### src/rtl/code_nco_pkg.sv
package code_nco_pkg;
  localparam int unsigned DEF_PHASE_W  = 32;
  localparam int unsigned DEF_CODE_LEN = 1023;
  localparam int unsigned DEF_CNT_W    = 16;

  typedef struct packed {
    logic stb;
    logic epoch;
  } chip_evt_t;
endpackage

### src/rtl/nco_phase_acc.sv
module nco_phase_acc #(
  parameter int unsigned PHASE_W = 32
) (
  input  logic               clk_i,
  input  logic               rst_ni,
  input  logic               valid_i,
  input  logic [PHASE_W-1:0] inc_i,
  output logic               wrap_o,
  output logic [PHASE_W-1:0] resid_o,
  output logic [PHASE_W-1:0] inc_used_o
);
  logic [PHASE_W-1:0] acc_q, inc_q;
  logic               load_q;
  logic [PHASE_W:0]   sum;

  // first sample after reset uses the live input word
  assign inc_used_o = load_q ? inc_i : inc_q;
  assign sum        = {1'b0, acc_q} + {1'b0, inc_used_o};
  assign wrap_o     = valid_i & sum[PHASE_W];
  assign resid_o    = sum[PHASE_W-1:0];

  always_ff @(posedge clk_i or negedge rst_ni) begin
    if (!rst_ni) begin
      acc_q  <= '0;
      inc_q  <= '0;
      load_q <= 1'b1;
    end else if (valid_i) begin
      acc_q  <= sum[PHASE_W-1:0];
      load_q <= 1'b0;
      if (sum[PHASE_W] || load_q) inc_q <= inc_i;
    end
  end
endmodule

### src/rtl/chip_sample_counter.sv
module chip_sample_counter #(
  parameter int unsigned CNT_W = 16
) (
  input  logic             clk_i,
  input  logic             rst_ni,
  input  logic             valid_i,
  input  logic             wrap_i,
  output logic [CNT_W-1:0] cnt_o
);
  localparam logic [CNT_W-1:0] CNT_MAX = {CNT_W{1'b1}};
  localparam logic [CNT_W-1:0] CNT_ONE = {{(CNT_W-1){1'b0}}, 1'b1};

  logic [CNT_W-1:0] cnt_q;

  // wrapping sample opens the next chip, so it is not part of this count
  assign cnt_o = cnt_q;

  always_ff @(posedge clk_i or negedge rst_ni) begin
    if (!rst_ni)             cnt_q <= '0;
    else if (wrap_i)         cnt_q <= CNT_ONE;
    else if (valid_i && cnt_q != CNT_MAX) cnt_q <= cnt_q + CNT_ONE;
  end
endmodule

### src/rtl/chip_index_counter.sv
module chip_index_counter #(
  parameter int unsigned CODE_LEN = 1023
) (
  input  logic clk_i,
  input  logic rst_ni,
  input  logic wrap_i,
  output logic last_o
);
  localparam int unsigned IDX_W = (CODE_LEN > 1) ? $clog2(CODE_LEN) : 1;
  localparam logic [IDX_W-1:0] IDX_LAST = IDX_W'(CODE_LEN - 1);

  logic [IDX_W-1:0] idx_q;

  assign last_o = wrap_i && (idx_q == IDX_LAST);

  always_ff @(posedge clk_i or negedge rst_ni) begin
    if (!rst_ni)     idx_q <= '0;
    else if (last_o) idx_q <= '0;
    else if (wrap_i) idx_q <= idx_q + 1'b1;
  end
endmodule

### src/rtl/code_nco.sv
module code_nco
  import code_nco_pkg::*;
#(
  parameter int unsigned PHASE_W  = DEF_PHASE_W,
  parameter int unsigned CODE_LEN = DEF_CODE_LEN,
  parameter int unsigned CNT_W    = DEF_CNT_W
) (
  input  logic               clk_i,
  input  logic               rst_ni,
  input  logic               sample_valid_i,
  input  logic [PHASE_W-1:0] phase_inc_i,
  output logic               chip_stb_o,
  output logic [PHASE_W-1:0] residual_o,
  output logic [CNT_W-1:0]   spc_o,
  output logic               epoch_stb_o
);
  logic               wrap, last;
  logic [PHASE_W-1:0] resid, inc_used;
  logic [CNT_W-1:0]   cnt;
  chip_evt_t          evt_q;
  logic [PHASE_W-1:0] resid_q;
  logic [CNT_W-1:0]   spc_q;

  nco_phase_acc #(.PHASE_W(PHASE_W)) u_acc (
    .clk_i      (clk_i),
    .rst_ni     (rst_ni),
    .valid_i    (sample_valid_i),
    .inc_i      (phase_inc_i),
    .wrap_o     (wrap),
    .resid_o    (resid),
    .inc_used_o (inc_used)
  );

  chip_sample_counter #(.CNT_W(CNT_W)) u_cnt (
    .clk_i   (clk_i),
    .rst_ni  (rst_ni),
    .valid_i (sample_valid_i),
    .wrap_i  (wrap),
    .cnt_o   (cnt)
  );

  chip_index_counter #(.CODE_LEN(CODE_LEN)) u_idx (
    .clk_i  (clk_i),
    .rst_ni (rst_ni),
    .wrap_i (wrap),
    .last_o (last)
  );

  always_ff @(posedge clk_i or negedge rst_ni) begin
    if (!rst_ni) begin
      evt_q   <= '0;
      resid_q <= '0;
      spc_q   <= '0;
    end else begin
      evt_q.stb   <= wrap;
      evt_q.epoch <= last;
      if (wrap) begin
        resid_q <= resid;
        spc_q   <= cnt;
      end
    end
  end

  assign chip_stb_o  = evt_q.stb;
  assign epoch_stb_o = evt_q.epoch;
  assign residual_o  = resid_q;
  assign spc_o       = spc_q;
endmodule

### config.mk
export PLATFORM = sky130hd
export DESIGN_NAME = code_nco
export DESIGN_NICKNAME = d
export VERILOG_FILES = /design/src/rtl/code_nco_pkg.sv /design/src/rtl/nco_phase_acc.sv /design/src/rtl/chip_sample_counter.sv /design/src/rtl/chip_index_counter.sv /design/src/rtl/code_nco.sv
export SDC_FILE = /design/constraint.sdc
export NUM_CORES = 1
export LEC_CHECK = 0
export BUFFER_PORTS_ARGS = -buffer_cell sky130_fd_sc_hd__buf_2
export CAP_MARGIN = 15
export CORE_ASPECT_RATIO = 1.2
export CORE_MARGIN = 5
export CORE_UTILIZATION = 59
export DETAILED_ROUTE_END_ITERATION = 7
export PLACE_DENSITY = 0.8
export SLEW_MARGIN = 20
export SYNTH_ARGS = -nofsm -noshare
export SYNTH_HDL_FRONTEND = slang
export SYNTH_HIERARCHICAL = 1
export SYNTH_SLANG_ARGS = --single-unit
### constraint.sdc
create_clock -name clk_i -period 5.2 [get_ports clk_i]
set_clock_uncertainty 0.15 [all_clocks]
set_input_delay 0.78 -clock clk_i [delete_from_list [all_inputs] [get_ports clk_i]]
set_output_delay 0.78 -clock clk_i [all_outputs]
set_load 0.03 [all_outputs]
Word-level counts from Yosys, hierarchy flattened. Cells that the tools add are included. W data, S select, Z words.

Flip-flop bits (word level): 141. Output and inout bits: 50. Logic and storage cells: 26.

Add/sub/neg operators: 3. Eq/ne operators: 2. Multiplexer cells: 5. Bitwise gates (word level): 1. Reductions and logical operators: 6.

Operator list (number): $add A32 B32 Y33 (1); $mux W16 (2); $mux W32 (1); $mux W10 (2); $add A16 B1 Y16 const B (1); $ne A16 B16 Y1 const B (1); $add A10 B1 Y10 const B (1); $eq A10 B10 Y1 const B (1); $reduce_bool A2 Y1 (2); $logic_and A1 B1 Y1 (2); $reduce_and A2 Y1 (1); $and A1 B1 Y1 (1); $logic_or A1 B1 Y1 (1).

Logic depth before layout (Yosys ltp). Gate-level depths: netlist (run 1).

Depth in word-level cells: 5. Gate-level depth with buffers: 17. Gate-level depth less buffers: 14.

Hierarchy. Netlist (run 1), hierarchy kept.

Modules (own cells, without submodules): nco_phase_acc (times used 1, cells each 417, area each 4496.8 um^2, seq. area each 1627.8 um^2); code_nco (times used 1, cells each 103, area each 1910.6 um^2, seq. area each 1251.2 um^2); chip_sample_counter (times used 1, cells each 98, area each 943.4 um^2, seq. area each 400.4 um^2); chip_index_counter (times used 1, cells each 52, area each 523.0 um^2, seq. area each 250.2 um^2).

Worst setup path before layout (run 1). No wires, ideal clock.

Path kind: register -> register. Start point: register u_acc.load_q. End point: register resid_q[10] (netlist: residual_o[10]). Arrival: 4223 ps. Data required time: 4925 ps. Path slack: 701 ps. Cell stages (with the launch flop): 17. Cell sequence: dfstp_2 > clkbuf_1 > clkbuf_1 > mux2_2 > ha_1 > fa_1 > a21o_1 > a221oi_2 > or4_1 > o211ai_2 > nor3_1 > o21a_1 > nor2b_1 > o21a_1 > buf_6 > buf_6 > mux2_4.

Longest elaborated chain between the ends: 3.

Ends and longest elaborated chain: from (decl) (line nco_phase_acc.sv:13) `logic load_q;`; from (signal assigned) (line nco_phase_acc.sv:26) `load_q <= 1'b1;`; from (signal assigned) (line nco_phase_acc.sv:29) `load_q <= 1'b0;`; $mux W32 (line nco_phase_acc.sv:17) `assign inc_used_o = load_q ? inc_i : inc_q;`; net inc_used[0] (line code_nco.sv:18) `logic [PHASE_W-1:0] resid, inc_used;`; $add A32 B32 Y33 (line nco_phase_acc.sv:18) `assign sum = {1'b0, acc_q} + {1'b0, inc_used_o};`; $and A1 B1 Y1 (line nco_phase_acc.sv:19) `assign wrap_o = valid_i & sum[PHASE_W];`; net wrap (line code_nco.sv:17) `logic wrap, last;`; to (signal assigned) (line code_nco.sv:58) `resid_q <= resid;`; to (decl) (line code_nco.sv:21) `logic [PHASE_W-1:0] resid_q;`.

The timed path passes the listed nets, and every way through them passes these cells. A chain may end at the register's enable or synchronous reset.

Final worst setup path (run 1).
Start point: register u_acc.load_q. End point: register u_idx.idx_q[7].

Longest elaborated chain between the ends: 5. Elaborated cells between the ends (all ways): 6. Those cells by class: 1 x add/sub; 2 x mux; 1 x bitwise; 2 x reduce/logical.

Ends and longest elaborated chain: $mux W32 * (line nco_phase_acc.sv:17); net inc_used[12] (line code_nco.sv:18); $add A32 B32 Y33 * (line nco_phase_acc.sv:18); $and A1 B1 Y1 * (line nco_phase_acc.sv:19); net wrap (line code_nco.sv:17); $logic_and A1 B1 Y1 (line chip_index_counter.sv:14) `assign last_o = wrap_i && (idx_q == IDX_LAST);`; $mux W10 / $reduce_bool A2 Y1 (equally long branches); to (signal assigned) (line chip_index_counter.sv:19) `else if (wrap_i) idx_q <= idx_q + 1'b1;`; to (decl) (line chip_index_counter.sv:12) `logic [IDX_W-1:0] idx_q;`.

Mark *: on every way through the listed nets, which the timed path passes. The rest lies on a longest branch.

==> summary.txt, run 1 <==
Worst setup path
  • Worst path buffer plus inverter count: 2
  • Crit path DAT: 4.93 ns
  • CP max stage delay: 0.76 ns
  • Reg2reg path depth: 14
  • R2r endpoint: u_idx/idx_q[7]
  • Worst path slowest cell: dfstp_2
  • Critical path's top delay family: simple AND/OR/NAND/NOR gates
  • WS Path Type: register to register
  • Worst setup EP type: register
  • R2R Path Start: u_acc/load_q
  • Data required, critical path: 5.39 ns
  • Crit path max fanout: 21
  • Worst path cell trace: buf_4 -> mux2_2 -> ha_1 -> nand4_1 -> or4_1 -> o211ai_2 -> nor3_1 -> o21a_1 -> nor2b_1 -> o21a_4 -> nand4_1 -> buf_4 -> or4_1 -> a21oi_1
  • Worst Setup SP: u_acc/load_q
  • Critical path startpoint category: register
  • R2r setup slk: 0.46 ns

Die
  • Top Ports: between 80 and 90
  • Core footprint: 0.0132 sq mm
  • DIE AREA: 0.0158 sq mm
  • Num rows: 46
  • Die Wd: 115 um
  • Die Y: 137 um
  • Initial Util: 0.597

STA
  • Final Hold Fails: 0
  • Min Tclk post-route: roughly 4.7 ns
  • Slew margin rel.: 0.377
  • Fmax: 211 MHz
  • Aggregate negative setup slack: 0 ns
  • Least-Margin Pin Slew: approximately 0.94 ns
  • Final slew viol count: 0
  • Setup violations, final: 0
  • Unrepaired setup endpoints after global routing: no
  • Tcrit/Tclk final: 0.912

Drt
  • Met1 wire length: roughly 6.9 mm
  • DR vias/cell: 6.08
  • Wire per inst: 18.4 um
  • DR WL met3: between 800 and 900 um
  • Max layer used: met4
  • Met2 routed WL: 8.91 mm
  • Routed wire length: 17.0 mm
  • DRC Markers: 0
  • Iter 0 DRT Violations: 354
  • Post-route ant nets: 0
  • Via count: between 5000 and 6000
  • Router iterations before antenna repair: 5

Finish
  • Filler cells: 950
  • Layout net count: 817
  • Antenna fix cells: 0
  • Layout cells sized above 1: 0.382
  • Area Overhead vs Synth: 15.0%
  • Finished Layout Cells: 927

Yosys
  • Netlist cell types: 62
  • Top_reg_cell synth: dfrtp_1
  • Yosys top cell area share: 0.445
  • Mean Syn Cell Area: 11.8 sq um
  • Post-synth top cells: dfrtp_1 (140), mux2_2 (127), a21oi_1 (46)
  • Cell with the most instances after synthesis: dfrtp_1
  • Seq/Total Area, Yosys: 0.448
  • Post-synth EDFFs: 0
  • Cell area after synthesis: 0.00787 sq mm
  • FF+latch count, synth: approximately 140
  • Post-synthesis cell count: 670
  • Async S/R FF share, synth: 1.00
  • Synth area leaders: dfrtp_1 (44%), mux2_2 (18%), ha_1 (5.6%), mux2_4 (3.8%), a21oi_1 (2.9%)
  • Yosys top cell by area: dfrtp_1
  • Synthesized net count: 741
  • YS warnings: 6

Clock tree
  • Clock Tree Root: clkbuf_16
  • H-tree Lvls: 4
  • Clk sinks: between 100 and 150
  • Clock latency on the worst-skew pair: 0.42 ns
  • Largest buffer count on any clock path: 2
  • CTS clk-pin slew, worst paths: ~0.06 ns
  • CTS buffer count: 17
  • CTS tree: yes
  • CTS resizes: 0

GRT
  • Vias in the first global route: 5802
  • Initial antenna violation count: 0
  • Overflow after GRT: 0
  • Total global-route track usage: 0.229
  • Largest net degree at the start of global routing: 97
  • First-pass GRT wire length: 28.6 mm

Placed design
  • Placed Instances: 894
  • DP HPWL: 11.9 mm
  • Routability Congestion: 0.919
  • IO Port Bufs: 84

Pwr
  • Leak Pwr: 4.74 nW
  • Power Density: between 200 and 300 mW/mm^2
  • VDD IR max: 189 uV

Status
  • Outcome: finished, final reports clean

Job
  • Max-Cap Viols: 0

Worst hold path
  • Worst min path class: input pin to asynchronous set/reset pin
[repair_timing]
| action | 4_1_cts | 5_1_grt |
|---|---|---|
| endpoints found under the setup margin | 0 | 2 |
| buffers inserted | 0 | 1 |
| endpoints found under the hold margin | 0 | 0 |
| hold buffers | 0 | 0 |
[how the worst max path moves through the flow]
stage / to / slack [ns] / cells after the start
finish: u_idx/idx_q[7] / 0.46 / 14
global route: u_idx/idx_q[7] / 0.23 / 14
CTS: u_idx/idx_q[7] / 0.21 / 13
detailed placement: u_idx/idx_q[7] / 0.23 / 13
global placement: u_idx/idx_q[7] / 0.41 / 13
floorplan: residual_o[10] / 0.70 / 16
[logic make-up after synthesis]
kind of cell    Yosys count  synth area share
fa+ha+maj                36            0.0582
mux                     148             0.221
simple gates            134            0.0955
compound gates          137             0.113
flops                   141             0.448
buf+inv                  41            0.0270
xor+xnor                 33            0.0367
[area by class of cell]
type,count,area [sq um],area share
multi-input cells,488,4140,0.457
well taps,168,210,0.0232
flip-flops and latches,141,3530,0.390
inverters,8,30.0,0.00332
repair buffers,90,497,0.0549
clock buffers,22,484,0.0535
clock inverters,10,161,0.0178
[per-layer routing]
| layer | vias to the layer above | track usage |
|---|---|---|
| met5 | - | 0 |
| met4 | 0 | 0.0783 |
| met3 | 35 | 0.0526 |
| met2 | 181 | 0.408 |
| met1 | 2771 | 0.271 |
| li1 | 2649 | - |
[report_power, final]
part / total (mW) / leakage [nW] / switching (mW) / internal [mW]
clock network: 1.31 / 0.308 / 0.455 / 0.852
logic: 0.106 / 2.51 / 0.0624 / 0.0436
registers: 1.18 / 1.92 / 0.0511 / 1.13
total: 2.59 / 4.74 / 0.569 / 2.02
[cells in the final DEF (no fill, tap or decap), drive strengths merged, types with 2 or more instances in the layout]
cell type  count
o31ai         12
o211ai         4
ha            35
inv            8
a21oi         48
o311a          2
and4           2
clkinvlp       3
a21o          20
clkinv         3
mux2         148
xor2          17
or3            5
o21ai         24
o21bai         4
buf           90
xnor2         16
a31oi          6
bufinv         4
a21boi         2
nor2          26
and3           6
nand2         30
nor4           6
nor2b         10
nand4         19
or4            9
nand3          8
a2111oi        2
or2            2
dfrtp        140
clkbuf        22
nor3           6
o21a           4
[stage by stage]
stage | worst slack, ns | hold slack, ns | utilization | cell area (sq um) | power, mW
after detailed placement | 0.233 | 0.325 | 0.637 | 8400 | 1.30
after global routing | 0.226 | 0.352 | 0.687 | 9050 | 2.68
after CTS | 0.215 | 0.319 | 0.686 | 9040 | 2.62
final | 0.458 | 0.264 | 0.687 | 9050 | 2.59
after global placement | 0.409 | 0.317 | 0.637 | 8400 | 1.29
after floorplan | 0.702 | 0.304 | - | 7870 | 1.24
[flip-flops by register name (all words and copies together) (netlist names)]
name and flops:
chip_stb_o 1, epoch_stb_o 1, residual_o 32, spc_o 16, u_acc/acc_q 32, u_acc/inc_q 32, u_acc/load_q 1, u_cnt/cnt_o 16
u_idx/idx_q 10
(Power assumes the default switching activity.)
==> run 2: changes to the inputs <==
Settings changed: ABC_AREA set to 1, CORE_UTILIZATION 59 to 61, PLACE_DENSITY 0.8 to 0.82.
==> summary.txt, run 2 <==
Placed design
  • Placed Instances: 1595 (was 894)
  • IO Port Bufs: 84 (unchanged)
  • Routability Congestion: 0.937 (was 0.919)
  • DP HPWL: 16.5 mm (was 11.9 mm)

Worst setup path
  • Worst path most repeated cell: nand2_2
  • Worst path slowest cell: dfstp_2 (unchanged)
  • Data required, critical path: 5.37 ns (was 5.39 ns)
  • Worst path cell trace: clkinv_1 -> buf_4 -> nand2_1 -> nand2_1 -> ha_1 -> nand2_2 -> nor2_2 -> and2_1 -> nand2_2 -> nand2_2 -> nand2_2 -> nand2_2 -> nand2_4 -> inv_2 -> inv_1 -> nand2_4 -> inv_4 -> nand2_1 -> nand2_1 (was buf_4 -> mux2_2 -> ha_1 -> nand4_1 -> or4_1 -> o211ai_2 -> nor3_1 -> o21a_1 -> nor2b_1 -> o21a_4 -> nand4_1 -> buf_4 -> or4_1 -> a21oi_1)
  • Crit path max fanout: 35 (was 21)
  • Crit path DAT: 4.30 ns (was 4.93 ns)
  • WS Path Type: register to register (unchanged)
  • Critical path startpoint category: register (unchanged)
  • Worst setup EP type: register (unchanged)
  • CP max stage delay: 0.53 ns (was 0.76 ns)

Clock tree
  • CTS resizes: 0 (unchanged)
  • Hold-fix buffers, CTS: 0 (unchanged)
  • H-tree Lvls: 4 (unchanged)
  • CTS buffer count: 17 (unchanged)
  • CTS clk-pin slew, worst paths: 0.06 ns (about the same)
  • Clock Tree Root: clkbuf_16 (unchanged)
  • Post-CTS setup buffers: 0 (unchanged)
  • Largest buffer count on any clock path: 2 (unchanged)
  • Clock latency on the worst-skew pair: 0.43 ns (was 0.42 ns)
  • CTS tree: yes (unchanged)
  • Clk sinks: 141 (unchanged)

Yosys
  • Synth area leaders: dfrtp_1 (38%), nand2_1 (28%), inv_1 (6.2%), ha_1 (4.8%), nand3_1 (4.7%) (was dfrtp_1 (44%), mux2_2 (18%), ha_1 (5.6%), mux2_4 (3.8%), a21oi_1 (2.9%))
  • Post-synth EDFFs: 0 (unchanged)
  • Synthesized net count: 1411 (was 741)
  • Post-synthesis cell count: 1340 (was 670)
  • FF+latch count, synth: 141 (unchanged)
  • Top_reg_cell synth: dfrtp_1 (unchanged)
  • Async S/R FF share, synth: 1.00 (unchanged)
  • Netlist cell types: 38 (was 62)
  • Cell area after synthesis: 0.00917 sq mm (was 0.00787 sq mm)
  • Mean Syn Cell Area: 6.84 sq um (was 11.8 sq um)
  • Yosys top cell area share: 0.382 (was 0.445)
  • Seq/Total Area, Yosys: 0.385 (was 0.448)
  • Cell with the most instances after synthesis: nand2_1 (was dfrtp_1)
  • YS warnings: 6 (unchanged)
  • Yosys top cell by area: dfrtp_1 (unchanged)
  • Post-synth top cells: nand2_1 (672), inv_1 (151), dfrtp_1 (140) (was dfrtp_1 (140), mux2_2 (127), a21oi_1 (46))

GRT
  • Total global-route track usage: 0.269 (was 0.229)
  • Initial antenna violation count: 0 (unchanged)
  • Largest net degree at the start of global routing: 111 (was 97)
  • Vias in the first global route: 8118 (was 5802)
  • Overflow after GRT: 0 (unchanged)
  • First-pass GRT wire length: 37.8 mm (was 28.6 mm)

Worst hold path
  • Worst min path class: register to register (was input pin to asynchronous set/reset pin)

Finish
  • Finished Layout Cells: 1627 (was 927)
  • Layout cells sized above 1: 0.129 (was 0.382)
  • Post-layout util: 0.687 (about the same)
  • Commonest non-fill, non-tap cells in the layout: nand2_1 (672), inv_1 (149), dfrtp_1 (140), nand3_1 (86), buf_2 (83) (was dfrtp_1 (140), mux2_2 (127), buf_2 (83), a21oi_1 (46), ha_1 (35))
  • Filler cells: 1310 (was 950)
  • Commonest non-fill, non-tap cell in the layout: nand2_1 (was dfrtp_1)
  • Antenna fix cells: 0 (unchanged)
  • Area Overhead vs Synth: 11.7% (was 15.0%)
  • Layout net count: 1481 (was 817)

Job
  • Max-Cap Viols: 0 (unchanged)

STA
  • Final Hold Fails: 0 (unchanged)
  • Setup violations, final: 0 (unchanged)
  • Fmax: 242 MHz (was 211 MHz)
  • Final slew viol count: 0 (unchanged)
  • Min Tclk post-route: 4.13 ns (was 4.74 ns)
  • Aggregate negative setup slack: 0 ns (unchanged)
  • Unrepaired setup endpoints after global routing: no (unchanged)
  • Least-Margin Pin Slew: 1.11 ns (was 0.935 ns)
  • Slew margin rel.: 0.258 (was 0.377)
  • Tcrit/Tclk final: 0.795 (was 0.912)

Die
  • Die Wd: 122 um (was 115 um)
  • Top Ports: 85 (unchanged)
  • Initial Util: 0.615 (was 0.597)
  • Core footprint: 0.0149 sq mm (was 0.0132 sq mm)
  • Die Y: 144 um (was 137 um)
  • DIE AREA: 0.0176 sq mm (was 0.0158 sq mm)
  • Num rows: 49 (was 46)

Drt
  • DRC Markers: 0 (unchanged)
  • Via count: 8440 (was 5636)
  • Router iterations before antenna repair: 5 (unchanged)
  • DR vias/cell: 5.19 (was 6.08)
  • Routed wire length: 22.7 mm (was 17.0 mm)
  • Wire per inst: 14.0 um (was 18.4 um)
  • Iter 0 DRT Violations: 679 (was 354)
  • Post-route ant nets: 0 (unchanged)

Pwr
  • Power Density: 686 mW/mm^2 (was 286 mW/mm^2)
  • VDD IR max: 309 uV (was 189 uV)
  • Leak Pwr: 6.13 nW (was 4.74 nW)

Status
  • Outcome: finished, final reports clean (unchanged)
-- run 2: cell count changes in the layout (fill, tap and decap cells not counted), moves of 22 or more --
cell | before | now
a21oi_1 | 46 | 24
inv_1 | 8 | 149
mux2_2 | 127 | 0
nand2_1 | 30 | 672
nand3_1 | 8 | 86
nand3_2 | 0 | 32
nor2_1 | 26 | 64
-- run 2: layer usage --
metal | GRT usage | share of wire | vias up
li1 | - | - | 4227
met1 | 0.350 | 0.43 | 3928
met2 | 0.456 | 0.49 | 247
met3 | 0.0481 | 0.059 | 38
met4 | 0.0944 | 0.023 | 0
met5 | 0 | 0 | -
-- run 2: worst max-delay path: cells and delay by family (launching register included) --
family	cells	cell delay [ns]
flops	1	0.53
simple gates	13	1.24
buf+inv	5	1.64
fa+ha+maj	1	0.41
-- run 2: cell type report --
class	instances	area, sq um	share of cell area
inverter	155	584	0.0571
tap	204	255	0.0249
multi-input combinational	1003	4760	0.465
clock inverter	11	158	0.0154
clock buffer	21	460	0.0450
sequential	141	3530	0.345
timing repair buffer	92	489	0.0478
-- run 2: final timing paths --
check                                    start               to  slack (ns)  cells after the start
worst max-delay path              u_acc/load_q   u_cnt/cnt_o[7]        1.07                     19
min in group asynchronous               rst_ni    residual_o[5]        0.32                      1
worst min-delay path            residual_o[25]   residual_o[25]        0.31                      2
worst max register to register    u_acc/load_q   u_cnt/cnt_o[7]        1.07                     19
max in group asynchronous               rst_ni  u_acc/inc_q[21]        3.61                      2
worst min register to register  residual_o[25]   residual_o[25]        0.31                      2
-- run 2: report_power, final --
group	leakage, nW	total (mW)	switching (mW)	internal [mW]
Combinational	4.04	3.96	2.67	1.29
Sequential	1.80	1.80	0.271	1.52
Clock	0.294	1.27	0.487	0.786
-- run 2: cells by family (layout without fill, tap and decap cells) --
| family | after synthesis | count (layout) | share of synthesized area |
|---|---|---|---|
| xor+xnor | 21 | 21 | 0.0201 |
| simple gates | 912 | 912 | 0.427 |
| fa+ha+maj | 36 | 36 | 0.0500 |
| flops | 141 | 141 | 0.385 |
| compound gates | 34 | 34 | 0.0224 |
| buf+inv | 196 | 279 | 0.0952 |
-- run 2: through the flow --
stage | worst slack [ns] | area [sq um] | hold slack (ns) | power [mW]
6_report | 1.07 | 10200 | 0.314 | 7.03
5_1_grt | 0.671 | 10200 | 0.324 | 7.65
3_3_place_gp | 1.24 | 9620 | 0.299 | 5.60
2_1_floorplan | 1.58 | 9170 | 0.296 | 4.84
3_5_place_dp | 1.09 | 9620 | 0.303 | 5.71
4_1_cts | 1.08 | 10200 | 0.318 | 7.02
==> run 3: changes to the inputs <==
Settings changed: CORE_UTILIZATION 61 to 55, PLACE_DENSITY 0.82 to 0.78.
Clock period 5.2 ns to 3.8 ns, I/O delays scaled along.
==> summary.txt, run 3 (synthesis gave the netlist of run 2 again) <==
Status
  • Outcome: finished, final reports clean (unchanged)

Die
  • Num rows: 51 (was 49)
  • DIE AREA: 0.0194 sq mm (was 0.0176 sq mm)
  • Top Ports: 85 (unchanged)
  • Die Y: 151 um (was 144 um)
  • Die Wd: 128 um (was 122 um)
  • Initial Util: 0.561 (was 0.615)
  • Core footprint: 0.0163 sq mm (was 0.0149 sq mm)

Pwr
  • Power Density: 940 mW/mm^2 (was 686 mW/mm^2)
  • VDD IR max: 454 uV (was 309 uV)
  • Leak Pwr: 6.19 nW (was 6.13 nW)

Clock tree
  • H-tree Lvls: 4 (unchanged)
  • Clk sinks: 141 (unchanged)
  • Clock latency on the worst-skew pair: 0.43 ns (about the same)
  • CTS tree: yes (unchanged)
  • CTS buffer count: 17 (unchanged)
  • Clock Tree Root: clkbuf_16 (unchanged)
  • Largest buffer count on any clock path: 2 (unchanged)
  • CTS clk-pin slew, worst paths: 0.06 ns (about the same)

GRT
  • Overflow after GRT: 0 (unchanged)
  • Largest net degree at the start of global routing: 88 (was 111)
  • Vias in the first global route: 7941 (was 8118)
  • First-pass GRT wire length: 37.7 mm (was 37.8 mm)
  • Total global-route track usage: 0.242 (was 0.269)
  • Initial antenna violation count: 0 (unchanged)

Finish
  • Layout cells sized above 1: 0.134 (was 0.129)
  • Layout net count: 1486 (was 1481)
  • Antenna fix cells: 0 (unchanged)
  • Commonest non-fill, non-tap cell in the layout: nand2_1 (unchanged)
  • Fin area: 0.0104 sq mm (was 0.0102 sq mm)
  • Commonest non-fill, non-tap cells in the layout: nand2_1 (672), inv_1 (148), dfrtp_1 (140), nand3_1 (86), buf_2 (83) (was nand2_1 (672), inv_1 (149), dfrtp_1 (140), nand3_1 (86), buf_2 (83))
  • Area Overhead vs Synth: 13.0% (was 11.7%)

Drt
  • DR vias/cell: 5.06 (was 5.19)
  • Post-route ant nets: 0 (unchanged)
  • DRC Markers: 0 (unchanged)
  • Iter 0 DRT Violations: 660 (was 679)
  • Wire per inst: 13.7 um (was 14.0 um)
  • Routed wire length: 22.5 mm (was 22.7 mm)
  • Router iterations before antenna repair: 5 (unchanged)
  • Via count: 8301 (was 8440)

STA
  • Aggregate negative setup slack: 0 ns (unchanged)
  • Final Hold Fails: 0 (unchanged)
  • Fmax: 286 MHz (was 242 MHz)
  • Setup violations, final: 0 (unchanged)
  • Final setup margin: 0.301 ns (was 1.07 ns)
  • Tcrit/Tclk final: 0.921 (was 0.795)
  • Slew margin rel.: 0.282 (was 0.258)
  • Hold Worst Slack: 0.0425 ns (was 0.314 ns)
  • Final slew viol count: 0 (unchanged)
  • Unrepaired setup endpoints after global routing: no (unchanged)
  • Min Tclk post-route: 3.50 ns (was 4.13 ns)
  • Least-Margin Pin Slew: 1.07 ns (was 1.11 ns)

Worst hold path
  • Worst min path class: input pin to asynchronous set/reset pin (was register to register)

Placed design
  • Dpl cell area: 0.00968 sq mm (was 0.00962 sq mm)
  • DP HPWL: 16.5 mm (about the same)
  • IO Port Bufs: 84 (unchanged)
  • Routability Congestion: 1.02 (was 0.937)
  • Worst slack, placed: 0.169 ns (was 1.09 ns)

Worst setup path
  • Data required, critical path: 3.97 ns (was 5.37 ns)
  • WS Path Type: register to register (unchanged)
  • Critical path startpoint category: register (unchanged)
  • Worst setup EP type: register (unchanged)
  • Crit path max fanout: 29 (was 35)
  • Crit path DAT: 3.67 ns (was 4.30 ns)

Job
  • Max-Cap Viols: 0 (unchanged)
-- run 3: changes by cell type in the layout (fill, tap and decap cells not counted) --
| cell | before | now |
|---|---|---|
| inv_2 | 3 | 2 |
| clkbuf_8 | 3 | 1 |
| clkinvlp_4 | 2 | 1 |
| inv_4 | 1 | 2 |
| buf_4 | 8 | 11 |
| inv_1 | 149 | 148 |
| bufinv_16 | 3 | 5 |
| buf_12 | 0 | 2 |
| clkbuf_1 | 2 | 1 |
| buf_6 | 0 | 1 |
| clkinv_2 | 0 | 2 |
-- run 3: through the flow --
step	total power, mW	util	instances
2_1_floorplan	6.62	-	1340
3_3_place_gp	7.69	0.592	1606
3_5_place_dp	7.81	0.592	1606
4_1_cts	9.71	0.633	1638
5_1_grt	10.6	0.634	1640
6_report	9.73	0.634	1640
-- run 3: power breakdown --
| group | internal, mW | total (mW) | switching, mW |
|---|---|---|---|
| Clock | 1.19 | 1.85 | 0.660 |
| Combinational | 1.79 | 5.40 | 3.62 |
| Sequential | 2.09 | 2.48 | 0.391 |
| Total | 5.06 | 9.73 | 4.67 |
-- run 3: metal layers --
layer  routed length [um]  track usage  vias to the layer above
met1                10000        0.316                     3835
li1                     -            -                     4237
met4                  396       0.0748                        0
met5                    0            0                        -
met2                11000        0.412                      197
met3                 1040       0.0427                       32
-- run 3: worst paths after layout --
check                                 end  slack [ns]      startpoint  depth (start not counted)
max                             spc_o[10]        0.30    u_acc/load_q                         20
min                         residual_o[5]        0.04          rst_ni                          1
max reg2reg                     spc_o[10]        0.30    u_acc/load_q                         20
min reg2reg                 residual_o[8]        0.31   residual_o[8]                          2
max in group asynchronous  residual_o[30]        2.70          rst_ni                          2
min in group clk_i         u_acc/inc_q[3]        0.24  phase_inc_i[3]                          3
-- run 3: what timing repair did --
action,CTS,global route
hold buffers,0,0
setup endpoints to repair,0,71
setup buffers,0,2
gates resized for setup,0,3
-- run 3: worst max-delay path: stages, from the launching register on --
cell	delay [ns]
dfstp_2	0.54
clkinv_1	0.20
buf_12	0.24
nand2_1	0.07
nand2_1	0.10
ha_1	0.38
nand2_2	0.11
nor2_4	0.11
nand3_2	0.07
nand2_2	0.12
nand2_2	0.07
nand2_2	0.10
nand2_2	0.07
nand2_2	0.07
nand2_4	0.05
inv_4	0.21
buf_4	0.29
inv_2	0.05
buf_4	0.22
nand2_1	0.10
nand2_1	0.05
-- run 3: cell type report --
| type | instances | area, sq um |
|---|---|---|
| Fill cell | 1478 | 5980 |
| Multi-Input combinational cell | 1003 | 4760 |
| Sequential cell | 141 | 3530 |
| Inverter | 155 | 591 |
| Timing Repair Buffer | 97 | 549 |
| Clock buffer | 19 | 443 |
| Tap cell | 212 | 265 |
| Clock inverter | 13 | 213 |
